--- src/rtl/rat_pkg.sv ---
package rat_pkg;
    localparam int ARCH_REGS   = 8;
    localparam int PHYS_REGS   = 32;
    localparam int FLAG_GROUPS = 2;
    localparam int SLOTS       = ARCH_REGS + FLAG_GROUPS;
    localparam int TAG_W       = $clog2(PHYS_REGS);
    localparam int ARCH_W      = $clog2(ARCH_REGS);
    localparam int RESET_FLAG_TAG = ARCH_REGS;

    typedef logic [TAG_W-1:0]             tag_t;
    typedef logic [ARCH_W-1:0]            areg_t;
    typedef logic [FLAG_GROUPS-1:0]       fmask_t;
    typedef logic [SLOTS-1:0][TAG_W-1:0]  map_t;
    typedef logic [PHYS_REGS-1:0]         pvec_t;

    typedef struct packed {
        logic   valid;
        logic   dst_valid;
        areg_t  dst;
        fmask_t flag_wr;
        tag_t   tag;
    } slot_upd_t;

    function automatic map_t reset_map();
        map_t m;
        for (int i = 0; i < ARCH_REGS; i++) m[i] = tag_t'(i);
        for (int g = 0; g < FLAG_GROUPS; g++) m[ARCH_REGS+g] = tag_t'(RESET_FLAG_TAG);
        return m;
    endfunction

    function automatic logic [SLOTS-1:0] slot_mask(slot_upd_t u);
        logic [SLOTS-1:0] m;
        m = '0;
        if (u.valid) begin
            if (u.dst_valid) m[u.dst] = 1'b1;
            for (int g = 0; g < FLAG_GROUPS; g++)
                if (u.flag_wr[g]) m[ARCH_REGS+g] = 1'b1;
        end
        return m;
    endfunction
endpackage

--- src/rtl/rat_slot_file.sv ---
module rat_slot_file
    import rat_pkg::*;
(
    input  logic      clk,
    input  logic      rst,
    input  slot_upd_t upd,
    input  logic      load_en,
    input  map_t      load_val,
    output map_t      map_d,
    output map_t      map_q
);
    logic [SLOTS-1:0] wmask;

    always_comb begin
        wmask = slot_mask(upd);
        map_d = map_q;
        if (load_en) begin
            map_d = load_val;
        end else begin
            for (int s = 0; s < SLOTS; s++)
                if (wmask[s]) map_d[s] = upd.tag;
        end
    end

    always_ff @(posedge clk) begin
        if (rst) map_q <= reset_map();
        else     map_q <= map_d;
    end
endmodule

--- src/rtl/rat_free_pool.sv ---
module rat_free_pool
    import rat_pkg::*;
(
    input  logic clk,
    input  logic rst,
    input  map_t spec_q,
    input  map_t cmt_q,
    input  logic alloc_en,
    input  logic retire_en,
    input  tag_t retire_tag,
    input  logic flush,
    output logic free_any,
    output tag_t free_tag
);
    pvec_t refd;
    pvec_t held_q;
    pvec_t avail;

    always_comb begin
        refd = '0;
        for (int s = 0; s < SLOTS; s++) begin
            refd[spec_q[s]] = 1'b1;
            refd[cmt_q[s]]  = 1'b1;
        end
        avail = ~refd & ~held_q;
    end

    always_comb begin
        free_any = 1'b0;
        free_tag = '0;
        for (int t = PHYS_REGS-1; t >= 0; t--) begin
            if (avail[t]) begin
                free_any = 1'b1;
                free_tag = tag_t'(t);
            end
        end
    end

    always_ff @(posedge clk) begin
        if (rst || flush) begin
            held_q <= '0;
        end else begin
            if (retire_en) held_q[retire_tag] <= 1'b0;
            if (alloc_en)  held_q[free_tag]   <= 1'b1;
        end
    end

    AST_ALLOC_HELD: assert property (@(posedge clk) disable iff (rst)
        (alloc_en && !flush) |=> held_q[$past(free_tag)]) else $error("alloc not held");
endmodule

--- src/rtl/flag_rename_table.sv ---
module flag_rename_table
    import rat_pkg::*;
(
    input  logic                          clk,
    input  logic                          rst,
    input  logic                          ren_valid,
    input  logic [ARCH_W-1:0]             ren_src_a,
    input  logic [ARCH_W-1:0]             ren_src_b,
    input  logic                          ren_dst_valid,
    input  logic [ARCH_W-1:0]             ren_dst,
    input  logic [FLAG_GROUPS-1:0]        ren_flag_wr,
    output logic [TAG_W-1:0]              ren_tag_a,
    output logic [TAG_W-1:0]              ren_tag_b,
    output logic [FLAG_GROUPS*TAG_W-1:0]  ren_flag_tags,
    output logic                          ren_alloc,
    output logic [TAG_W-1:0]              ren_new_tag,
    output logic                          ren_stall,
    input  logic                          cmt_valid,
    input  logic                          cmt_dst_valid,
    input  logic [ARCH_W-1:0]             cmt_dst,
    input  logic [FLAG_GROUPS-1:0]        cmt_flag_wr,
    input  logic [TAG_W-1:0]              cmt_tag,
    input  logic                          flush
);
    map_t      spec_q, spec_d;
    map_t      cmt_q, cmt_d;
    slot_upd_t spec_upd, cmt_upd;
    logic      need_tag, free_any, retire_en;
    tag_t      free_tag;

    assign need_tag  = ren_dst_valid | (|ren_flag_wr);
    assign ren_alloc = ren_valid & need_tag & free_any & ~flush;
    assign ren_stall = ren_valid & need_tag & ~free_any & ~flush;
    assign ren_new_tag = free_tag;

    assign ren_tag_a = spec_q[ren_src_a];
    assign ren_tag_b = spec_q[ren_src_b];

    generate
        for (genvar g = 0; g < FLAG_GROUPS; g++) begin : g_flag_out
            assign ren_flag_tags[g*TAG_W +: TAG_W] = spec_q[ARCH_REGS+g];
        end
    endgenerate

    always_comb begin
        spec_upd.valid     = ren_alloc;
        spec_upd.dst_valid = ren_dst_valid;
        spec_upd.dst       = ren_dst;
        spec_upd.flag_wr   = ren_flag_wr;
        spec_upd.tag       = free_tag;
        cmt_upd.valid      = cmt_valid;
        cmt_upd.dst_valid  = cmt_dst_valid;
        cmt_upd.dst        = cmt_dst;
        cmt_upd.flag_wr    = cmt_flag_wr;
        cmt_upd.tag        = cmt_tag;
    end

    assign retire_en = cmt_valid & (cmt_dst_valid | (|cmt_flag_wr));

    rat_slot_file u_spec (
        .clk(clk), .rst(rst), .upd(spec_upd),
        .load_en(flush), .load_val(cmt_d),
        .map_d(spec_d), .map_q(spec_q)
    );

    rat_slot_file u_cmt (
        .clk(clk), .rst(rst), .upd(cmt_upd),
        .load_en(1'b0), .load_val(cmt_q),
        .map_d(cmt_d), .map_q(cmt_q)
    );

    rat_free_pool u_pool (
        .clk(clk), .rst(rst), .spec_q(spec_q), .cmt_q(cmt_q),
        .alloc_en(ren_alloc), .retire_en(retire_en), .retire_tag(cmt_tag),
        .flush(flush), .free_any(free_any), .free_tag(free_tag)
    );

    AST_DST_MAPPED: assert property (@(posedge clk) disable iff (rst)
        (ren_alloc && ren_dst_valid) |=> spec_q[$past(ren_dst)] == $past(ren_new_tag)) else $error("dst map");
    AST_CARRY_KEPT: assert property (@(posedge clk) disable iff (rst)
        (ren_valid && !ren_flag_wr[0] && !flush) |=> $stable(spec_q[ARCH_REGS])) else $error("carry moved");
    AST_STALL_FROZEN: assert property (@(posedge clk) disable iff (rst)
        (ren_stall && !flush) |=> $stable(spec_q)) else $error("map moved on stall");
    AST_STALL_EXCL: assert property (@(posedge clk) disable iff (rst)
        ren_stall |-> !ren_alloc) else $error("stall with alloc");
    AST_FLUSH_COPY: assert property (@(posedge clk) disable iff (rst)
        flush |=> spec_q == cmt_q) else $error("flush copy");
    AST_FLUSH_DISCARD: assert property (@(posedge clk) disable iff (rst)
        flush |-> !ren_alloc && !ren_stall) else $error("rename during flush");
endmodule

--- config.mk ---
export PLATFORM = sky130hd
export DESIGN_NAME = flag_rename_table
export DESIGN_NICKNAME = d
export VERILOG_FILES = /design/src/rtl/rat_pkg.sv /design/src/rtl/rat_slot_file.sv /design/src/rtl/rat_free_pool.sv /design/src/rtl/flag_rename_table.sv
export SDC_FILE = /design/constraint.sdc
export NUM_CORES = 1
export LEC_CHECK = 0
export BUFFER_PORTS_ARGS = -buffer_cell sky130_fd_sc_hd__clkbuf_2
export CAP_MARGIN = 20
export CORE_MARGIN = 1.5
export CORE_UTILIZATION = 50
export CTS_CLUSTER_SIZE = 40
export DETAILED_ROUTE_END_ITERATION = 8
export PLACE_DENSITY = 0.7
export REMOVE_ABC_BUFFERS = 1
export SYNTH_ARGS = -nofsm -noshare
export SYNTH_HDL_FRONTEND = slang
export SYNTH_SLANG_ARGS = --single-unit
--- constraint.sdc ---
create_clock -name clk -period 3.4 [get_ports clk]
set_input_delay 0.68 -clock clk [delete_from_list [all_inputs] [get_ports clk]]
set_output_delay 0.68 -clock clk [all_outputs]
set_load 0.005 [all_outputs]
==> out/metrics.yaml, run 1 <==
run_status:
  outcome: "stopped before the end"
  lastStage: "global routing"
  stop_error: "[ERROR GRT-0116] Global routing finished with congestion. Check the congestion regions in the DRC Viewer."
place:
  dp_cells: 2101
  gp_congestion: 1.708
  place_hpwl_um: 54910
  io_buffers: 54
clocking:
  postCtsHoldBufs: 0
  htree_levels: 4
  clock_path_buffers: 2
  numCtsBuffers: 17
  cts_root_buf: "clkbuf_16"
  clock_sinks: 132
synth:
  netlist.area_leader.share_pct: 22.84
  yosysUniqueCellTypes: 73
  synthFlopType: "dfxtp_1"
  syn_inst: 1499
  syn-cell-area_sq_um: 11570
  syn_area_per_cell_sq_um: 7.717
  synth_edf_count: 0
  postSynth.asyncResetShare_pct: 0
  ys_warn_count: 0
  synth_area_leaders: "dfxtp_1, o22ai_1, nor2_1, mux2i_1, nand3b_1"
  ys_seq_area_share_pct: 22.84
  synth_top_area_cell: "dfxtp_1"
  ys_ff_latch: 132
global_routing:
  grt_util_all_layers_pct: 72.95
  grt_max_degree: 56
  grt_pass1_vias: 18439
  grt_pass1_wl_um: 128000
  grt_remaining_overflow: 95
floorplan:
  die_w_um: 155.1
  initial_core_util_pct: 51.09
  fp-row-count: 55
  die_y_um: 155.1
  io_pins: 55
-- cells by family after synthesis --
kind of cell / Yosys count / share of synthesized area, %
AOI/OAI and AO/OA: 486 / 28.74
buffers and inverters: 151 / 5.754
muxes: 80 / 9.194
and+or+nand+nor: 650 / 33.47
DFF: 132 / 22.84
-- cells in the mapped netlist (all sizes together), types with 38 or more instances --
master	n
o22ai	277
nor2	141
dfxtp	132
clkbuf	90
nor4	78
nand3	66
nand3b	65
or3b	62
buf	54
mux2i	50
nand2	48
nand2b	46
o31ai	38
-- per-layer routing --
layer | overflow | GRT usage (%)
met1 | 8 | 75.06
met4 | 33 | 63.60
met5 | 0 | 34.78
met3 | 5 | 62.59
met2 | 49 | 86.59
-- metrics by stage --
stage | setup slack (ns) | setup TNS, ns | util (%) | area [sq um]
3_5_place_dp | -0.3774 | -12.43 | 64.89 | 14690
3_3_place_gp | -0.3544 | -10.25 | 64.89 | 14690
2_1_floorplan | -0.1989 | -0.2953 | - | 10930
4_1_cts | -0.4704 | -3.433 | 72.47 | 16410
-- timing repair --
action,4_1_cts
buffers inserted,24
pin swaps,28
endpoints found under the setup margin,87
gates resized for setup,284
==> run 2: changes to the inputs <==
--- a/config.mk
+++ b/config.mk
@@ -8,10 +8,9 @@
 export BUFFER_PORTS_ARGS = -buffer_cell sky130_fd_sc_hd__clkbuf_2
 export CAP_MARGIN = 20
 export CORE_MARGIN = 1.5
-export CORE_UTILIZATION = 50
-export CTS_CLUSTER_SIZE = 40
+export CORE_UTILIZATION = 35
 export DETAILED_ROUTE_END_ITERATION = 8
-export PLACE_DENSITY = 0.7
+export PLACE_DENSITY_LB_ADDON = 0.15
 export REMOVE_ABC_BUFFERS = 1
 export SYNTH_ARGS = -nofsm -noshare
 export SYNTH_HDL_FRONTEND = slang
==> constraint.sdc (replaced) <==
create_clock -name clk -period 4.4 [get_ports clk]
set_input_delay 0.88 -clock clk [delete_from_list [all_inputs] [get_ports clk]]
set_output_delay 0.88 -clock clk [all_outputs]
set_load 0.005 [all_outputs]
==> out/metrics.yaml, run 2 <==
layout:
  layout-drive-gt1-share_pct: 32.53
  most-common-layout-cells: "o22ai_1, buf_4, nor2_1, dfxtp_1, nor4_1"
  area_growth_pct: 27.89
  final_common_cell: "o22ai_1"
  fin_area_sq_um: 14790
  reg_top3: "u_cmt.map_q: 50 flops, u_spec.map_q: 50 flops, u_pool.held_q: 32 flops"
  nNetsFinal: 1684
setup_path:
  end_kind: "primary output"
  critPathArrivalTime_ns: 3.60
  path_class: "reg2out"
  cp_slowest_stage_delay_ns: 0.54
  critPathBufInv: 3
  crit_family: "simple AND/OR/NAND/NOR gates"
  slowest_stage: "dfxtp_1"
  required_ns: 3.52
  crit_fanout: 6
  cp_cell_sequence: "or2_4, buf_4, o22ai_1, nor4_1, nand3_1, and2_1, and4b_1, nand4_1, and2_1, buf_12, clkbuf_2"
  cp_common_cell: "and2_1"
  crit_path_start_kind: "flop"
route:
  vias_per_cell: 8.126
  wl_per_cell_um: 46.33
  drt_first_pass_iters: 9
  postRouteAntennaNets: 0
  wirelength_um: 97990
  drc_errors: 9
  num_vias: 17187
  drtIter0Drc: 3136
global_routing:
  globalRouteMet1Util_pct: 63.75
  met3_usage_pct: 35.17
  grt_remaining_overflow: 0
  grt_pass1_wl_um: 130500
  grt_pass1_vias: 15662
  grt-busiest-layer: "met2"
  antenna_found_initial: 8
  grt_max_degree: 63
  use_met2_pct: 76.60
  grt_util_all_layers_pct: 56.95
timing:
  final_hold_viol_count: 0
  setup_slack_ns: -0.07856
  period_share_pct: 101.8
  setup_viol_count_final: 7
  relSlewSlack_pct: 30.32
  rsz0062_at_grt: "true"
  fin_skew_ns: 0.03341
  period_minus_slack_ns: 4.479
  slew_violations: 0
  tightestPinTransition_ns: 1.041
  max_freq_mhz: 223.3
synth:
  ys_warn_count: 0  # unchanged
  syn-cell-area_sq_um: 11570  # unchanged
  syn_area_per_cell_sq_um: 7.717  # unchanged
  netlist.area_leader.share_pct: 22.84  # unchanged
  synth_top_cells_by_count: "o22ai_1, nor2_1, dfxtp_1"
  yosysUniqueCellTypes: 73  # unchanged
  postSynth.asyncResetShare_pct: 0  # unchanged
  synthFlopType: "dfxtp_1"
  ys_ff_latch: 132  # unchanged
  ys_seq_area_share_pct: 22.84  # unchanged
  synth_area_leaders: "dfxtp_1, o22ai_1, nor2_1, mux2i_1, nand3b_1"
  synth_edf_count: 0  # unchanged
  syn_inst: 1499  # unchanged
  synth_top_area_cell: "dfxtp_1"
  yosysMostFrequentCell: "o22ai_1"
place:
  io_buffers: 54  # unchanged
  place_area_sq_um: 13520  # -8.0%
  place_hpwl_um: 73130  # +33%
  gp_congestion: 1.227  # -28%
floorplan:
  fp-row-count: 66  # +20%
  die_y_um: 184.8  # +19%
  die_w_um: 184.8  # +19%
  initial_core_util_pct: 35.55  # -16 points
  die_area_sq_um: 34150
  io_pins: 55  # unchanged
  core_sq_um: 32540
clocking:
  cts_root_buf: "clkbuf_16"
  numCtsBuffers: 17  # unchanged
  clkTransAtPathRegs_ns: 0.07
  worstSkewPairLatency_ns: 0.48
  clock_path_buffers: 2  # unchanged
  clock_sinks: 132  # unchanged
  htree_levels: 4  # unchanged
  cts_tree: "done"
run_status:
  failed_checks: "DRC, setup timing"
  outcome: "finished, violations left"
worst_hold_path:
  hold_class: "reg2reg"
run:
  drv.max_cap_violation_count: 0
power_and_ir_drop:
  p_per_area_nw_per_um2: 272.1
  vdd_drop_max_mv: 0.2822
  power_mw: 4.025
  power_leakage_nw: 5.244
run 2: cell counts after synthesis:
Identical to the previous run, type by type.
run 2: path summary, 6_finish.rpt:
check | from | to | slack (ns) | cells after the start
max | u_spec.map_q[45] | ren_alloc | -0.08 | 11
max reg2reg | u_spec.map_q[35] | u_pool.held_q[16] | 0.30 | 13
min reg2reg | u_pool.held_q[3] | u_pool.held_q[3] | 0.52 | 2
min | u_pool.held_q[3] | u_pool.held_q[3] | 0.52 | 2
run 2: tightest hold or removal path, stage by stage (launching register included):
cell	delay [ns]
dfxtp_1	0.32
o211ai_1	0.08
o41ai_1	0.07
run 2: area by class of cell:
class	instances	area, sq um
clock inverter	15	188.9
multi-input combinational	1216	8750
clock buffer	17	425.4
inverter	7	26.28
tap	442	553.0
timing repair buffer	282	2137
antenna	4	10.01
fill	3309	17740
sequential	132	2703
run 2: power breakdown:
| part | internal [mW] | switching, mW |
|---|---|---|
| Combinational | 0.369 | 0.782 |
| Sequential | 1.23 | 0.0737 |
| Clock | 0.863 | 0.710 |
| Total | 2.46 | 1.57 |
run 2: cells by family after synthesis:
| family | after synthesis | share of synthesized area [%] |
|---|---|---|
| DFF | 132 | 22.84 |
| AOI/OAI and AO/OA | 486 | 28.74 |
| buffers and inverters | 151 | 5.754 |
| and+or+nand+nor | 650 | 33.47 |
| muxes | 80 | 9.194 |
run 2: routing by layer:
metal	share of wire, %	vias to the layer above
met3	17	696
li1	-	6303
met1	34	8231
met5	0.47	-
met2	38	1935
met4	11	22
run 2: timing repair:
item                       in CTS  in global routing
pin swaps                       2                  7
buffers inserted                2                  7
resized for setup              58                101
setup endpoints to repair       7                  7
hold buffers                    0                  0
run 2: metrics by stage:
step,utilization (%),std cells,setup slack (ns),setup TNS (ns),hold slack (ns)
2_1_floorplan,-,1355,0.6011,0,0.4509
4_1_cts,44.03,2103,-0.01687,-0.01687,0.5165
3_3_place_gp,41.55,2069,0.06409,0,0.4948
6_report,45.47,2115,-0.07856,-0.2398,0.5165
3_5_place_dp,41.55,2069,0.1365,0,0.5079
5_1_grt,45.44,2111,-0.05384,-0.09459,0.5334
(Power assumes the default switching activity.)
